--- config.mk ---
export PLATFORM = sky130hd
export DESIGN_NAME = pp2w_engine
export DESIGN_NICKNAME = d
export VERILOG_FILES = /design/src/rtl/pp2w_pkg.sv /design/src/rtl/pp2w_halfper.sv /design/src/rtl/pp2w_frame.sv /design/src/rtl/pp2w_rxchk.sv /design/src/rtl/pp2w_engine.sv
export SDC_FILE = /design/constraint.sdc
export NUM_CORES = 1
export LEC_CHECK = 0
export CAP_MARGIN = 20
export CORE_MARGIN = 3
export CORE_UTILIZATION = 50
export CTS_BUF_LIST = sky130_fd_sc_hd__clkbuf_8 sky130_fd_sc_hd__clkbuf_16
export CTS_CLUSTER_DIAMETER = 120
export DETAILED_ROUTE_END_ITERATION = 8
export PLACE_DENSITY_LB_ADDON = 0.08
export REMOVE_ABC_BUFFERS = 1
export SETUP_SLACK_MARGIN = 0.05
export SLEW_MARGIN = 20
export SYNTH_ARGS = -nofsm -noshare
export SYNTH_HDL_FRONTEND = slang
export SYNTH_SLANG_ARGS = --single-unit
--- constraint.sdc ---
create_clock -name clk -period 3.26 [get_ports clk]
set_input_delay 0.815 -clock clk [delete_from_list [all_inputs] [get_ports clk]]
set_output_delay 0.815 -clock clk [all_outputs]
set_load 0.01 [all_outputs]
--- src/rtl/pp2w_pkg.sv ---
package pp2w_pkg;
  typedef enum logic [2:0] {
    ST_IDLE,
    ST_START,
    ST_BLO,
    ST_BHI,
    ST_PLO,
    ST_PHI
  } pp2w_st_t;
endpackage

--- src/rtl/pp2w_halfper.sv ---
module pp2w_halfper #(
  parameter int DIV_W = 8,
  parameter int DLY_W = 3
) (
  input  logic             clk,
  input  logic             rst,
  input  logic             run,
  input  logic [DIV_W-1:0] div_i,
  input  logic [DLY_W-1:0] dly_i,
  output logic             at_dly,
  output logic             at_end
);
  logic [DIV_W-1:0] cnt;
  logic [DIV_W-1:0] div_eff;
  logic [DIV_W-1:0] dly_ext;
  logic [DIV_W-1:0] dly_eff;

  always_comb begin
    div_eff = (div_i == '0) ? DIV_W'(1) : div_i;
    dly_ext = {{(DIV_W-DLY_W){1'b0}}, dly_i};
    dly_eff = (dly_ext >= div_eff) ? (div_eff - DIV_W'(1)) : dly_ext;
  end

  assign at_end = (cnt == div_eff);
  assign at_dly = (cnt == dly_eff);

  always_ff @(posedge clk) begin
    if (rst || !run || at_end) cnt <= '0;
    else                       cnt <= cnt + DIV_W'(1);
  end

  // the half-period counter never passes its end value
  assert_cnt_bound_R5: assert property (@(posedge clk) disable iff (rst)
    cnt <= div_eff);
endmodule

--- src/rtl/pp2w_frame.sv ---
module pp2w_frame #(
  parameter int AW = 8,
  parameter int DW = 8,
  localparam int NB = AW + DW + 2,
  localparam int IW = $clog2(NB)
) (
  input  logic [AW-1:0] addr_i,
  input  logic [DW-1:0] wdata_i,
  input  logic          rd_i,
  input  logic [IW-1:0] idx_i,
  output logic          bit_o,
  output logic          drive_o
);
  logic [NB-1:0] frame;
  assign frame   = {addr_i, ^addr_i, wdata_i, ^wdata_i};
  assign bit_o   = frame[IW'(NB-1) - idx_i];
  assign drive_o = !rd_i || (idx_i < IW'(AW + 1));
endmodule

--- src/rtl/pp2w_rxchk.sv ---
module pp2w_rxchk #(
  parameter int DW = 8
) (
  input  logic          clk,
  input  logic          rst,
  input  logic          sample_i,
  input  logic          din_i,
  output logic [DW-1:0] byte_o,
  output logic          par_bad_o
);
  logic [DW:0] sh;

  always_ff @(posedge clk) begin
    if (rst)           sh <= '0;
    else if (sample_i) sh <= {sh[DW-1:0], din_i};
  end

  assign byte_o    = sh[DW:1];
  assign par_bad_o = ^sh;
endmodule

--- src/rtl/pp2w_engine.sv ---
module pp2w_engine #(
  parameter int AW    = 8,
  parameter int DW    = 8,
  parameter int DIV_W = 8,
  parameter int DLY_W = 3
) (
  input  logic             clk,
  input  logic             rst,
  input  logic             start_i,
  input  logic             rd_i,
  input  logic [AW-1:0]    addr_i,
  input  logic [DW-1:0]    wdata_i,
  input  logic [DIV_W-1:0] div_i,
  input  logic [DLY_W-1:0] dly_i,
  output logic             scl_o,
  output logic             sda_o,
  output logic             sda_oe_o,
  input  logic             sda_i,
  output logic [DW-1:0]    rdata_o,
  output logic             done_o,
  output logic             err_o
);
  import pp2w_pkg::*;
  localparam int NB = AW + DW + 2;
  localparam int IW = $clog2(NB);

  pp2w_st_t         st;
  logic             rd_q;
  logic [AW-1:0]    addr_q;
  logic [DW-1:0]    wd_q;
  logic [DIV_W-1:0] div_q;
  logic [DLY_W-1:0] dly_q;
  logic [IW-1:0]    idx;
  logic             at_dly, at_end;
  logic             tx_bit, tx_drive;
  logic             rx_sample;
  logic [DW-1:0]    rx_byte;
  logic             rx_bad;

  pp2w_halfper #(.DIV_W(DIV_W), .DLY_W(DLY_W)) u_hp (
    .clk(clk), .rst(rst), .run(st != ST_IDLE),
    .div_i(div_q), .dly_i(dly_q), .at_dly(at_dly), .at_end(at_end)
  );

  pp2w_frame #(.AW(AW), .DW(DW)) u_fr (
    .addr_i(addr_q), .wdata_i(wd_q), .rd_i(rd_q), .idx_i(idx),
    .bit_o(tx_bit), .drive_o(tx_drive)
  );

  assign rx_sample = (st == ST_BLO) && at_end && !sda_oe_o;

  pp2w_rxchk #(.DW(DW)) u_rx (
    .clk(clk), .rst(rst), .sample_i(rx_sample), .din_i(sda_i),
    .byte_o(rx_byte), .par_bad_o(rx_bad)
  );

  always_ff @(posedge clk) begin
    if (rst) begin
      st       <= ST_IDLE;
      rd_q     <= 1'b0;
      addr_q   <= '0;
      wd_q     <= '0;
      div_q    <= DIV_W'(1);
      dly_q    <= '0;
      idx      <= '0;
      scl_o    <= 1'b1;
      sda_o    <= 1'b1;
      sda_oe_o <= 1'b1;
      rdata_o  <= '0;
      done_o   <= 1'b0;
      err_o    <= 1'b0;
    end else begin
      done_o <= 1'b0;
      err_o  <= 1'b0;
      case (st)
        ST_IDLE: if (start_i) begin
          rd_q   <= rd_i;
          addr_q <= addr_i;
          wd_q   <= wdata_i;
          div_q  <= div_i;
          dly_q  <= dly_i;
          sda_o  <= 1'b0;
          st     <= ST_START;
        end
        ST_START: if (at_end) begin
          scl_o <= 1'b0;
          idx   <= '0;
          st    <= ST_BLO;
        end
        ST_BLO: begin
          if (at_dly) begin
            sda_o    <= tx_drive ? tx_bit : 1'b1;
            sda_oe_o <= tx_drive;
          end
          if (at_end) begin
            scl_o <= 1'b1;
            st    <= ST_BHI;
          end
        end
        ST_BHI: if (at_end) begin
          scl_o <= 1'b0;
          if (idx == IW'(NB-1)) st <= ST_PLO;
          else begin
            idx <= idx + IW'(1);
            st  <= ST_BLO;
          end
        end
        ST_PLO: begin
          if (at_dly) begin
            sda_o    <= 1'b0;
            sda_oe_o <= 1'b1;
          end
          if (at_end) begin
            scl_o <= 1'b1;
            st    <= ST_PHI;
          end
        end
        ST_PHI: if (at_end) begin
          sda_o  <= 1'b1;
          done_o <= 1'b1;
          err_o  <= rd_q && rx_bad;
          if (rd_q) rdata_o <= rx_byte;
          st     <= ST_IDLE;
        end
        default: st <= ST_IDLE;
      endcase
    end
  end

  // idle bus is clock high, data driven high
  assert_idle_bus_R1: assert property (@(posedge clk) disable iff (rst)
    (st == ST_IDLE) |-> (scl_o && sda_o && sda_oe_o));
  // data line holds while the clock stays high inside a bit
  assert_sda_stable_high_R3: assert property (@(posedge clk) disable iff (rst)
    (st == ST_BHI && $past(st) == ST_BHI) |-> $stable(sda_o) && $stable(sda_oe_o));
  // the line is released only during a read
  assert_release_read_R4: assert property (@(posedge clk) disable iff (rst)
    !sda_oe_o |-> rd_q);
  // done lasts one cycle
  assert_done_single_R7: assert property (@(posedge clk) disable iff (rst)
    done_o |=> !done_o);
  // error only alongside done of a read
  assert_err_with_done_R8: assert property (@(posedge clk) disable iff (rst)
    err_o |-> (done_o && rd_q));
  // a start while busy leaves the latched access unchanged
  assert_busy_ignore_R9: assert property (@(posedge clk) disable iff (rst)
    (st != ST_IDLE && $past(st) != ST_IDLE) |-> ($stable(addr_q) && $stable(rd_q)));
endmodule

==> flow_metrics.py, run 1 <==
metrics = {
    "logic_synthesis": {
        "yosys-mux-area-fraction": 0.07966,
        "synth_edf_count": 0,
        "synth_top_family_by_area": "simple AND/OR/NAND/NOR gates",
        "synthCells": 388,
        "synth_top_cell_by_area": "dfxtp_1",
        "synth_area_per_cell_um2": 8.623,
        "ys_seq_area_frac": 0.3949,
        "ys_seq_elements": 66,
        "synthTopCellsByArea": "dfxtp_1 39%, nand2_1 7.3%, mux2i_1 6.3%",
        "synth_top_area_frac": 0.3949,
        "syn_area_mm2": 0.003346,
        "synthAdderAreaFrac": 0.02992,
        "yosys-top-cells-count": "66 x dfxtp_1, 65 x nand2_1, 41 x nor2_1",
        "synth-main-ff-cell": "dfxtp_1",
        "yosys.area_share.simple": 0.2068,
        "synth_cell_types": 51,
        "synth.most_common_cell": "dfxtp_1",
        "synth-xor-area-share": 0.1335,
        "synth_compound_area_frac": 0.1099,
        "synthArstFlopShare": 0,
        "yosysWarnings": 0,
    },
    "timing": {
        "worst_pin_slew_ps": 660.9,
        "maxSlewHeadroom": 0.5594,
        "hold_viol": 0,
        "post-route-min-period_ps": 2910,
        "worst_slack_ps": 350.0,
        "final_max_slew_viol_count": 0,
        "finalSetupViolCount": 0,
        "finalSetupTns_ps": 0,
        "whs_ps": 458.5,
        "post-route-period-util": 0.8926,
        "rsz0062_at_grt": "false",
        "skew_ps": 9.254,
        "clock.fmax_ghz": 0.3436,
    },
    "power": {
        "max-vdd-ir-drop_uv": 266.5,
        "powerDensity_mw_per_mm2": 503.0,
        "leakage_nw": 1.491,
        "total_power_mw": 2.029,
    },
    "cells_and_area": {
        "final_cells": 507,
        "fin_area_mm2": 0.004035,
        "fillerInstances": 594,
        "drive_above_1_share": 0.08605,
        "num_antenna_cells": 0,
        "nets": 465,
        "syn2layout_area_growth_pct": 20.61,
        "post-route-util": 0.6283,
    },
    "run": {
        "drv_cap": 0,
    },
    "worst_hold_path": {
        "hold_path_class": "reg2reg",
        "hold_start": "dly_q[0]$_SDFFE_PP0P_",
        "holdPathStages": 2,
        "min_to": "dly_q[0]$_SDFFE_PP0P_",
    },
    "detailed_routing": {
        "drtAntennaViolNets": 0,
        "wl_per_cell_um": 14.11,
        "num_vias": 2718,
        "drt-pass1-iter-count": 4,
        "routed_via_density": 5.361,
        "wl_um": 7155,
        "drc_errors": 0,
        "drtIter0Drc": 101,
    },
    "place": {
        "pre_cts_slack_ps": 335.2,
        "numPortBuffers": 44,
        "gp_congestion": 0.8803,
        "dp_hpwl_um": 5199,
        "place_area_mm2": 0.003819,
        "dpl.cell_count": 491,
    },
    "global_routing": {
        "first_global_vias": 2621,
        "overflow": 0,
        "antenna_found_initial": 0,
        "track_usage": 0.2016,
        "grt_max_degree": 35,
        "grt_pass1_wl_um": 12230,
    },
    "cts": {
        "tritoncts": "built",
        "clock-sinks": 66,
        "clk_latency_ps": 350,
        "htreeDepth": 3,
        "clockRootBuffer": "clkbuf_8",
        "cts_buffers": 9,
        "cts_max_path_buffers": 2,
        "clk_pin_slew_ps": 70,
    },
    "die": {
        "start_util": 0.5209,
        "pin_count": 45,
        "die_width_um": 87.80,
        "core_area_mm2": 0.006422,
        "rows": 29,
        "die_area_mm2": 0.007709,
        "dieHeight_um": 87.80,
    },
    "critical_path": {
        "r2r_start": "div_q[2]$_SDFFE_PP0P_",
        "max_stage_delay_ps": 450,
        "criticalPathCategory": "reg2reg",
        "slowest_stage": "dfxtp_1",
        "crit_path_start": "div_q[2]$_SDFFE_PP0P_",
        "worstReg2RegEnd": "sda_o$_SDFFE_PP1P_",
        "critPathCaptureType": "flip-flop",
        "reg2reg_slack_ps": 350,
        "crit_top_cell": "a31oi_2",
        "cp-start-kind": "flip-flop",
        "path_max_fanout": 5,
        "r2r_cells": 11,
        "arrival_ps": 3150,
        "required_ps": 3500,
        "path_cells": "nor2_1 > a31oi_2 > inv_1 > ha_1 > nand2b_1 > a31oi_2 > nor3_1 > o32a_1 > nor4_2 > a21boi_0 > mux2_2",
    },
    "status": {
        "status": "complete, no violations",
    },
}
-- repair_timing --
action,in CTS,in global routing
hold endpoints to repair,0,0
hold buffers,0,0
resized for setup,0,1
endpoints found under the setup margin,0,1
buffers inserted,0,0
-- worst max-delay path by stage --
| stage | endpoint |
|---|---|
| after detailed placement | sda_o$_SDFFE_PP1P_ |
| final | sda_o$_SDFFE_PP1P_ |
| after CTS | sda_o$_SDFFE_PP1P_ |
| after global routing | sda_o$_SDFFE_PP1P_ |
| after global placement | sda_o$_SDFFE_PP1P_ |
| after floorplan | u_rx.sh[0]$_SDFFE_PP0P_ |
-- worst max-delay path: cells and delay by family (launching register included) --
family | cells | cell delay, ps
compound gates | 4 | 1010
simple gates | 4 | 700
fa+ha+maj | 1 | 270
buf+inv | 1 | 80
mux | 1 | 290
flops | 1 | 450
-- cell usage in the layout, fill, tap and decap left out, drive strengths merged, types with 2 or more instances in the layout --
master          n
a31oi           5
nand4           3
nor3            9
nand2b          2
and3            4
o21ai           3
xor2           13
or3             3
clkbuf         10
a41oi           2
or2             2
inv            16
xnor3           4
xnor2          26
nand3           9
nor4b           2
a21o            5
nand2          65
nor4            4
ha              8
a21oi          36
buf             6
mux4            2
nor2           42
clkdlybuf4s50  43
mux2i          21
dfxtp          66
-- layer usage --
metal	up-vias	GRT usage	routed length, um
li1	1380	-	-
met1	1276	0.2736	3437
met2	50	0.3096	3263
met3	12	0.05080	346
met4	0	0.07531	107
met5	-	0	0
-- flip-flops by register name (all words and copies together) (netlist names), 3 cells and up --
signal / flops
wd_q: 8
u_hp.cnt: 8
addr_q: 8
div_q: 8
dly_q: 3
st: 3
idx: 5
u_rx.sh: 9
rdata_o: 8
-- where the power goes --
group	switching [mW]	internal [mW]
sequential	0.0527	0.850
clock	0.343	0.383
combinational	0.202	0.200
-- cell families after synthesis --
group,count (synthesis)
multiplexers,24
XOR/XNOR,43
flip-flops,66
AO/OA/AOI/OAI,61
adder cells (fa/ha/maj),8
AND/OR/NAND/NOR,150
buffers and inverters,36
-- layout make-up --
type                       count  area (um^2)  area share
sequential                    66         1321      0.3274
timing repair buffer          49        473.0      0.1172
inverter                      13        48.80     0.01209
tap                           77        96.34     0.02388
clock buffer                  10        137.6     0.03411
clock inverter                 6        72.57     0.01798
multi-input combinational    286         1886      0.4673
(Power assumes the default switching activity.)
==> run 2: changes to the inputs <==
Settings changed: TNS_END_PERCENT from default to 20.
==> results of run 2 <==
Same layout as run 1: the final DEF is identical, and so are final timing and power.
==> run 3: changes to the inputs <==
Settings changed: SLEW_MARGIN 20 to 10.
==> results of run 3 <==
Same layout as run 1: the final DEF is identical, and so are final timing and power.
